===== src/rtl/dtmf_pkg.sv =====
package dtmf_pkg;
  localparam int unsigned SINE_W   = 8;
  localparam int unsigned OUT_W    = SINE_W + 2;
  localparam int unsigned PHASE_W  = 5;
  localparam int unsigned GROUPS   = 2;   // 0: row (low group), 1: column (high group)
  localparam int unsigned SCALE_MUL = 13; // low group gain numerator
  localparam int unsigned SCALE_SHR = 4;  // low group gain denominator as shift

  typedef enum logic [1:0] {SEQ_IDLE, SEQ_TONE, SEQ_GAP} seq_state_t;

  function automatic logic [1:0] row_of(input logic [3:0] code);
    case (code)
      4'd1, 4'd2, 4'd3, 4'd13: row_of = 2'd0;
      4'd4, 4'd5, 4'd6, 4'd14: row_of = 2'd1;
      4'd7, 4'd8, 4'd9, 4'd15: row_of = 2'd2;
      default:                 row_of = 2'd3;
    endcase
  endfunction

  function automatic logic [1:0] col_of(input logic [3:0] code);
    case (code)
      4'd1, 4'd4, 4'd7, 4'd11: col_of = 2'd0;
      4'd2, 4'd5, 4'd8, 4'd10: col_of = 2'd1;
      4'd3, 4'd6, 4'd9, 4'd12: col_of = 2'd2;
      default:                 col_of = 2'd3;
    endcase
  endfunction

  // magnitude of the first quarter wave, steps 0..8 of 32
  function automatic logic signed [SINE_W-1:0] quarter(input logic [3:0] k);
    case (k)
      4'd0:    quarter = 8'sd0;
      4'd1:    quarter = 8'sd25;
      4'd2:    quarter = 8'sd49;
      4'd3:    quarter = 8'sd71;
      4'd4:    quarter = 8'sd90;
      4'd5:    quarter = 8'sd106;
      4'd6:    quarter = 8'sd117;
      4'd7:    quarter = 8'sd125;
      default: quarter = 8'sd127;
    endcase
  endfunction

  function automatic logic signed [SINE_W-1:0] sine_of(input logic [PHASE_W-1:0] ph);
    logic [4:0] pos;
    logic [4:0] k5;
    logic signed [SINE_W-1:0] mag;
    pos = {1'b0, ph[3:0]};
    k5  = (pos > 5'd8) ? (5'd16 - pos) : pos;
    mag = quarter(k5[3:0]);
    sine_of = ph[4] ? -mag : mag;
  endfunction
endpackage


===== src/rtl/dtmf_digit_decode.sv =====
module dtmf_digit_decode
  import dtmf_pkg::*;
(
  input  logic [3:0] code_i,
  output logic [1:0] row_o,
  output logic [1:0] col_o
);
  always_comb begin
    row_o = row_of(code_i);
    col_o = col_of(code_i);
  end

  // every code selects exactly one grid cell; no two codes share a cell
  always_comb begin
    if ((code_i == 4'd10) && !(row_o == 2'd3 && col_o == 2'd1))
      p_zero_cell_r1: assert (0) else $error("R1 code 10 misplaced");
    if ((code_i == 4'd0) && !(row_o == 2'd3 && col_o == 2'd3))
      p_d_cell_r1: assert (0) else $error("R1 code 0 misplaced");
  end
endmodule


===== src/rtl/dtmf_tone_gen.sv =====
module dtmf_tone_gen
  import dtmf_pkg::*;
#(
  parameter int unsigned DIV_W = 8,
  parameter logic [4*DIV_W-1:0] DIVS = {8'd118, 8'd132, 8'd146, 8'd160}
) (
  input  logic                     clk,
  input  logic                     rst_n,
  input  logic [1:0]               sel_i,
  output logic signed [SINE_W-1:0] sample_o
);
  logic [DIV_W-1:0]   cnt_q, cnt_d, reload;
  logic [PHASE_W-1:0] phase_q, phase_d;
  logic               tick;

  always_comb begin
    reload  = DIVS[sel_i*DIV_W +: DIV_W];
    tick    = (cnt_q == '0);
    cnt_d   = tick ? (reload - DIV_W'(1)) : (cnt_q - DIV_W'(1));
    phase_d = tick ? (phase_q + PHASE_W'(1)) : phase_q;
  end

  always_ff @(posedge clk or negedge rst_n) begin
    if (!rst_n) begin
      cnt_q   <= '0;
      phase_q <= '0;
    end else begin
      cnt_q   <= cnt_d;
      phase_q <= phase_d;
    end
  end

  assign sample_o = sine_of(phase_q);

  // the phase advances only on a divider terminal count
  p_phase_hold_r2: assert property (@(posedge clk) disable iff (!rst_n)
    !tick |=> phase_q == $past(phase_q))
    else $error("R2 phase moved without a tick");
  // terminal counts are never back to back (counts exceed 1)
  p_tick_spacing_r3: assert property (@(posedge clk) disable iff (!rst_n)
    tick |=> !tick)
    else $error("R3 divider ticked twice in a row");
endmodule


===== src/rtl/dtmf_burst_seq.sv =====
module dtmf_burst_seq
  import dtmf_pkg::*;
#(
  parameter int unsigned BURST_CYCLES = 182557
) (
  input  logic clk,
  input  logic rst_n,
  input  logic wr_i,
  input  logic burst_en_i,
  input  logic cp_mode_i,
  output logic window_o,
  output logic ready_o
);
  localparam int unsigned CNT_W = $clog2(2*BURST_CYCLES + 1);

  seq_state_t       state_q, state_d;
  logic [CNT_W-1:0] cnt_q, cnt_d, len;
  logic             ready_q, ready_d;

  always_comb begin
    len     = cp_mode_i ? CNT_W'(2*BURST_CYCLES) : CNT_W'(BURST_CYCLES);
    state_d = state_q;
    cnt_d   = cnt_q;
    ready_d = ready_q;
    if (!burst_en_i) begin
      state_d = SEQ_IDLE;
      cnt_d   = '0;
      ready_d = 1'b0;
    end else if (wr_i) begin
      state_d = SEQ_TONE;
      cnt_d   = len - CNT_W'(1);
      ready_d = 1'b0;
    end else begin
      case (state_q)
        SEQ_TONE: begin
          if (cnt_q == '0) begin
            state_d = SEQ_GAP;
            cnt_d   = len - CNT_W'(1);
          end else begin
            cnt_d = cnt_q - CNT_W'(1);
          end
        end
        SEQ_GAP: begin
          if (cnt_q == '0) begin
            state_d = SEQ_IDLE;
            ready_d = 1'b1;
          end else begin
            cnt_d = cnt_q - CNT_W'(1);
          end
        end
        default: ;
      endcase
    end
  end

  always_ff @(posedge clk or negedge rst_n) begin
    if (!rst_n) begin
      state_q <= SEQ_IDLE;
      cnt_q   <= '0;
      ready_q <= 1'b0;
    end else begin
      state_q <= state_d;
      cnt_q   <= cnt_d;
      ready_q <= ready_d;
    end
  end

  assign window_o = (state_q == SEQ_TONE);
  assign ready_o  = ready_q;

  // ready only rises at the end of a pause
  p_ready_after_gap_r8: assert property (@(posedge clk) disable iff (!rst_n)
    $rose(ready_q) |-> $past(state_q) == SEQ_GAP)
    else $error("R8 ready rose outside a pause");
  // a write or burst mode off leaves ready low
  p_ready_cleared_r10: assert property (@(posedge clk) disable iff (!rst_n)
    (wr_i || !burst_en_i) |=> !ready_q)
    else $error("R10 ready not cleared");
  // the interval counter stays below the doubled length
  p_cnt_bound_r9: assert property (@(posedge clk) disable iff (!rst_n)
    cnt_q < CNT_W'(2*BURST_CYCLES))
    else $error("R9 interval counter out of range");
endmodule


===== src/rtl/dtmf_synth.sv =====
module dtmf_synth
  import dtmf_pkg::*;
#(
  parameter int unsigned DIV_W = 8,
  parameter logic [4*DIV_W-1:0] ROW_DIVS = {8'd118, 8'd132, 8'd146, 8'd160},
  parameter logic [4*DIV_W-1:0] COL_DIVS = {8'd68, 8'd76, 8'd84, 8'd92},
  parameter int unsigned BURST_CYCLES = 182557
) (
  input  logic                    clk,
  input  logic                    rst_n,
  input  logic [3:0]              digit_i,
  input  logic                    digit_wr_i,
  input  logic                    tone_en_i,
  input  logic                    burst_en_i,
  input  logic                    cp_mode_i,
  input  logic                    single_i,
  input  logic                    col_sel_i,
  output logic signed [OUT_W-1:0] sample_o,
  output logic                    tx_ready_o
);
  localparam int unsigned MUL_W = OUT_W + 4;

  // reset: asserted asynchronously, released on a clock edge
  logic [1:0] rst_sync_q;
  logic       rst_ni;
  always_ff @(posedge clk or negedge rst_n) begin
    if (!rst_n) rst_sync_q <= '0;
    else        rst_sync_q <= {rst_sync_q[0], 1'b1};
  end
  assign rst_ni = rst_sync_q[1];

  // digit register
  logic [3:0] code_q, code_d;
  always_comb code_d = digit_wr_i ? digit_i : code_q;
  always_ff @(posedge clk or negedge rst_ni) begin
    if (!rst_ni) code_q <= '0;
    else         code_q <= code_d;
  end

  logic [1:0] row_idx, col_idx;
  dtmf_digit_decode u_decode (
    .code_i (code_q),
    .row_o  (row_idx),
    .col_o  (col_idx)
  );

  logic [GROUPS-1:0][1:0]   grp_sel;
  logic signed [SINE_W-1:0] grp_smp [GROUPS];
  assign grp_sel = {col_idx, row_idx};

  for (genvar g = 0; g < GROUPS; g++) begin : g_group
    localparam logic [4*DIV_W-1:0] G_DIVS = (g == 0) ? ROW_DIVS : COL_DIVS;
    dtmf_tone_gen #(.DIV_W(DIV_W), .DIVS(G_DIVS)) u_tone (
      .clk      (clk),
      .rst_n    (rst_ni),
      .sel_i    (grp_sel[g]),
      .sample_o (grp_smp[g])
    );
  end

  logic window;
  dtmf_burst_seq #(.BURST_CYCLES(BURST_CYCLES)) u_seq (
    .clk        (clk),
    .rst_n      (rst_ni),
    .wr_i       (digit_wr_i),
    .burst_en_i (burst_en_i),
    .cp_mode_i  (cp_mode_i),
    .window_o   (window),
    .ready_o    (tx_ready_o)
  );

  // mixer
  logic signed [MUL_W-1:0] row_mul;
  logic signed [OUT_W-1:0] row_scl, col_ext, mix, sample_d;
  logic                    gate;
  always_comb begin
    row_mul = $signed({{(MUL_W-SINE_W){grp_smp[0][SINE_W-1]}}, grp_smp[0]})
              * $signed(MUL_W'(SCALE_MUL));
    row_scl = OUT_W'(row_mul >>> SCALE_SHR);
    col_ext = {{(OUT_W-SINE_W){grp_smp[1][SINE_W-1]}}, grp_smp[1]};
    if (single_i) mix = col_sel_i ? col_ext : row_scl;
    else          mix = col_ext + row_scl;
    gate     = tone_en_i && (!burst_en_i || window);
    sample_d = gate ? mix : '0;
  end

  always_ff @(posedge clk or negedge rst_ni) begin
    if (!rst_ni) sample_o <= '0;
    else         sample_o <= sample_d;
  end

  // tone enable low silences the next sample
  p_gate_zero_r7: assert property (@(posedge clk) disable iff (!rst_ni)
    !tone_en_i |=> sample_o == '0)
    else $error("R7 output not silenced");
  // mixed output stays inside the sum of the two peaks
  p_mix_range_r12: assert property (@(posedge clk) disable iff (!rst_ni)
    (sample_o <= 230) && (sample_o >= -231))
    else $error("R12 mixed sample out of range");
  // column tone alone stays within its peak
  p_col_range_r4: assert property (@(posedge clk) disable iff (!rst_ni)
    (single_i && col_sel_i) |=> (sample_o <= 127 && sample_o >= -127))
    else $error("R4 column sample out of range");
  // scaled row tone alone stays within its peak
  p_row_range_r5: assert property (@(posedge clk) disable iff (!rst_ni)
    (single_i && !col_sel_i) |=> (sample_o <= 103 && sample_o >= -104))
    else $error("R5 row sample out of range");
endmodule


===== config.mk =====
export PLATFORM = sky130hd
export DESIGN_NAME = dtmf_synth
export DESIGN_NICKNAME = d
export VERILOG_FILES = /design/src/rtl/dtmf_pkg.sv /design/src/rtl/dtmf_digit_decode.sv /design/src/rtl/dtmf_tone_gen.sv /design/src/rtl/dtmf_burst_seq.sv /design/src/rtl/dtmf_synth.sv
export SDC_FILE = /design/constraint.sdc
export NUM_CORES = 1
export LEC_CHECK = 0
export ABC_AREA = 1
export ABC_CLOCK_PERIOD_IN_PS = 2200
export BUFFER_PORTS_ARGS = -buffer_cell sky130_fd_sc_hd__buf_2
export CORE_MARGIN = 3
export CORE_UTILIZATION = 59
export CTS_CLUSTER_SIZE = 10
export DETAILED_ROUTE_END_ITERATION = 10
export GPL_TIMING_DRIVEN = 0
export PLACE_DENSITY = 0.77
export SETUP_SLACK_MARGIN = 0.05
export SYNTH_ARGS = -nofsm -noshare
export SYNTH_HDL_FRONTEND = slang
export SYNTH_HIERARCHICAL = 1
export SYNTH_SLANG_ARGS = --single-unit

===== constraint.sdc =====
create_clock -name clk -period 2.2 [get_ports clk]
set_input_delay 0.44 -clock clk [delete_from_list [all_inputs] [get_ports clk]]
set_output_delay 0.44 -clock clk [all_outputs]
set_load 0.02 [all_outputs]

==> flow_metrics.env <==
export IMPL_status="finished, violations left"
export IMPL_violations="negative setup slack"
export IMPL_finalSetupViolCount=10
export IMPL_maxCapViolations=0
export IMPL_fmax_ghz=0.184
export IMPL_grt_pass1_wl_mm=25.0
export IMPL_initial_utilization=0.617
export IMPL_crit_path_start_kind="flip-flop"
export IMPL_netlist_instances=869
export IMPL_clk_path_buf_depth=2
export IMPL_dieArea_um2=11600
export IMPL_fin_tns_setup_ns=-28.60
export IMPL_ios=23
export IMPL_drive_above_1_share=0.295
export IMPL_diodes=0
export IMPL_dr_pass1_iters=9
export IMPL_nFillCells=695
export IMPL_finalCritPeriodShare=2.47
export IMPL_grt_max_degree=63
export IMPL_placed_cell_area_um2=6640
export IMPL_clockRootBuffer="clkbuf_8"
export IMPL_critPathMaxFanout=5
export IMPL_path_common_cell="nand2_1"
export IMPL_htreeDepth=3
export IMPL_path_clk_slew_ns=0.08
export IMPL_synth_nets=954
export IMPL_r2r_start="g_group[0].u_tone/phase_q[0]"
export IMPL_drtAntennaViolNets=0
export IMPL_slew_violations=0
export IMPL_yosys_warnings=6
export IMPL_mostFrequentLayoutCells="nand2_1 (187), inv_1 (126), nor2_1 (77)"
export IMPL_async_flop_share=1.00
export IMPL_p_per_area_nw_per_um2=1050
export IMPL_fp_dieW_um=108
export IMPL_yosys_top_cells_area="dfrtp_1 (26%), ha_1 (13%), nand2_1 (13%)"
export IMPL_ys_ff_latch=64
export IMPL_place_gp_congestion=0.857
export IMPL_worst_pin_slew_ns=0.828
export IMPL_hold_violations=0
export IMPL_drc_errors=0
export IMPL_synth_distinct_cells=46
export IMPL_core_area_um2=9910
export IMPL_synth_area_um2=6120
export IMPL_rsz0062_at_grt="true"
export IMPL_endpoint_kind="flip-flop"
export IMPL_synth_edff_count=0
export IMPL_clock_latency_ns=0.35
export IMPL_die_height_um=108
export IMPL_cts_tree="built"
export IMPL_ys_seq_area_frac=0.262
export IMPL_ys_flop_type="dfrtp_1"
export IMPL_relSlewSlack=0.448
export IMPL_hp_class="in -> reg"
export IMPL_syn_to_final_growth_pct=25.8
export IMPL_grt_ovfl_total=0
export IMPL_criticalPathCategory="reg -> reg"
export IMPL_hp_start="digit_i[1]"
export IMPL_via_count=5956
export IMPL_setup_slack_ns=-3.23
export IMPL_port_buffers=20
export IMPL_skew_ns=0.0108
export IMPL_crit_arrival_ns=5.68
export IMPL_dp_hpwl_mm=10.1
export IMPL_final_common_cell="nand2_1"
export IMPL_slowest_delay_ns=0.49
export IMPL_cellLeakagePower_nw=3.98
export IMPL_grt_pass1_vias=5717
export IMPL_numCtsBuffers=9
export IMPL_critical_path_required_ns=2.45
export IMPL_nets=1028
export IMPL_vdd_ir_drop_max_uv=759
export IMPL_syn_area_per_cell_um2=7.04
export IMPL_final_area_um2=7690
export IMPL_grt_util_all_layers=0.263
export IMPL_cp_startpoint="g_group[0].u_tone/phase_q[0]"
export IMPL_yosys_area_top_type_share=0.262
export IMPL_period_minus_slack_ns=5.43
export IMPL_viasPerCell=5.51
export IMPL_grt_antenna_before_repair=0
export IMPL_wire_per_inst_um=15.0
export IMPL_yosysTopAreaCell="dfrtp_1"
export IMPL_clock_sinks=64
export IMPL_wl_mm=16.2
export IMPL_rows=36
export IMPL_drt_iter0_drc=433
export IMPL_cp_slowest_cell="fa_1"
critical path: cells and delay by family (launching register included):
family	cells	cell delay, ns
and+or+nand+nor	20	1.93
adders and majority gates	7	2.01
buffers and inverters	10	0.79
AOI/OAI and AO/OA	1	0.17
DFF	1	0.39
logic make-up after synthesis:
family          Yosys count  share of synthesized area
compound gates           83                     0.0769
xor+xnor                 25                     0.0358
fa+ha+maj                73                      0.160
buf+inv                 167                      0.108
flops                    64                      0.262
mux                       4                    0.00736
other cells               1                   0.000613
simple gates            452                      0.349
synth_stat cells (all sizes together) (4+ instances only):
cell / count
a21oi: 32
and2: 4
buf: 6
dfrtp: 64
fa: 9
ha: 64
inv: 157
mux2: 4
nand2: 235
nand3: 76
nand3b: 5
nand4: 17
nor2: 102
nor3: 6
o21ai: 30
o21bai: 6
o22ai: 6
or2: 7
xnor2: 5
xor2: 20
layout make-up:
cell class,instances,area (um2),area share
clock buffers,10,138,0.0179
multi-input cells,638,4570,0.595
flip-flops and latches,64,1610,0.209
repair buffers,63,437,0.0568
well taps,133,166,0.0216
clock inverters,6,91.3,0.0119
plain buffers,9,65.1,0.00846
inverters,158,613,0.0797
metal layers:
metal	wire length, um	part of all wire	track usage	vias up
met3	783	0.048	0.0510	46
met2	8370	0.52	0.477	216
met1	6540	0.40	0.315	2810
met4	530	0.033	0.0766	0
li1	-	-	-	2884
met5	0	0	0	-
final timing paths:
check	endpoint	slack, ns	depth (start not counted)
min reg2reg	rst_sync_q[1]	0.37	0
max reg2reg	sample_o[8]	-3.23	38
min	code_q[1]	0.32	2
max in group asynchronous	g_group[1].u_tone/phase_q[3]	1.21	0
min in group asynchronous	rst_sync_q[0]	0.40	2
max	sample_o[8]	-3.23	38
metrics by stage:
step | setup WS (ns) | std cells | hold slack, ns | util | power, mW
after global routing | -3.48 | 1081 | 0.299 | 0.776 | 8.61
after CTS | -2.98 | 1066 | 0.307 | 0.744 | 7.24
after global placement | -3.19 | 1022 | 0.225 | 0.669 | 5.18
final | -3.23 | 1081 | 0.325 | 0.776 | 8.06
after detailed placement | -3.36 | 1022 | 0.232 | 0.670 | 5.35
after floorplan | -2.81 | 869 | 0.144 | - | 4.65
state kept, by name, summed over array words and instances (netlist names):
name	cells
code_q	4
g_group.u_tone/cnt_q	16
g_group.u_tone/phase_q	10
rst_sync_q	2
sample_o	10
u_seq/cnt_q	19
u_seq/ready_o	1
u_seq/state_q	2
repair_timing:
item                                   in CTS  in global routing
hold buffers                                1                  0
setup buffers                              27                 16
pin swaps                                  37                 47
cloned                                      0                  0
gates resized for setup                    55                 54
endpoints found under the hold margin       2                  0
setup endpoints to repair                  13                 13
report_power, final:
group	internal, mW	switching, mW	leakage, nW
clock	0.675	0.525	0.117
combinational	2.31	2.96	3.04
sequential	1.40	0.188	0.819
No activity file was read; power rests on OpenSTA's default activity.
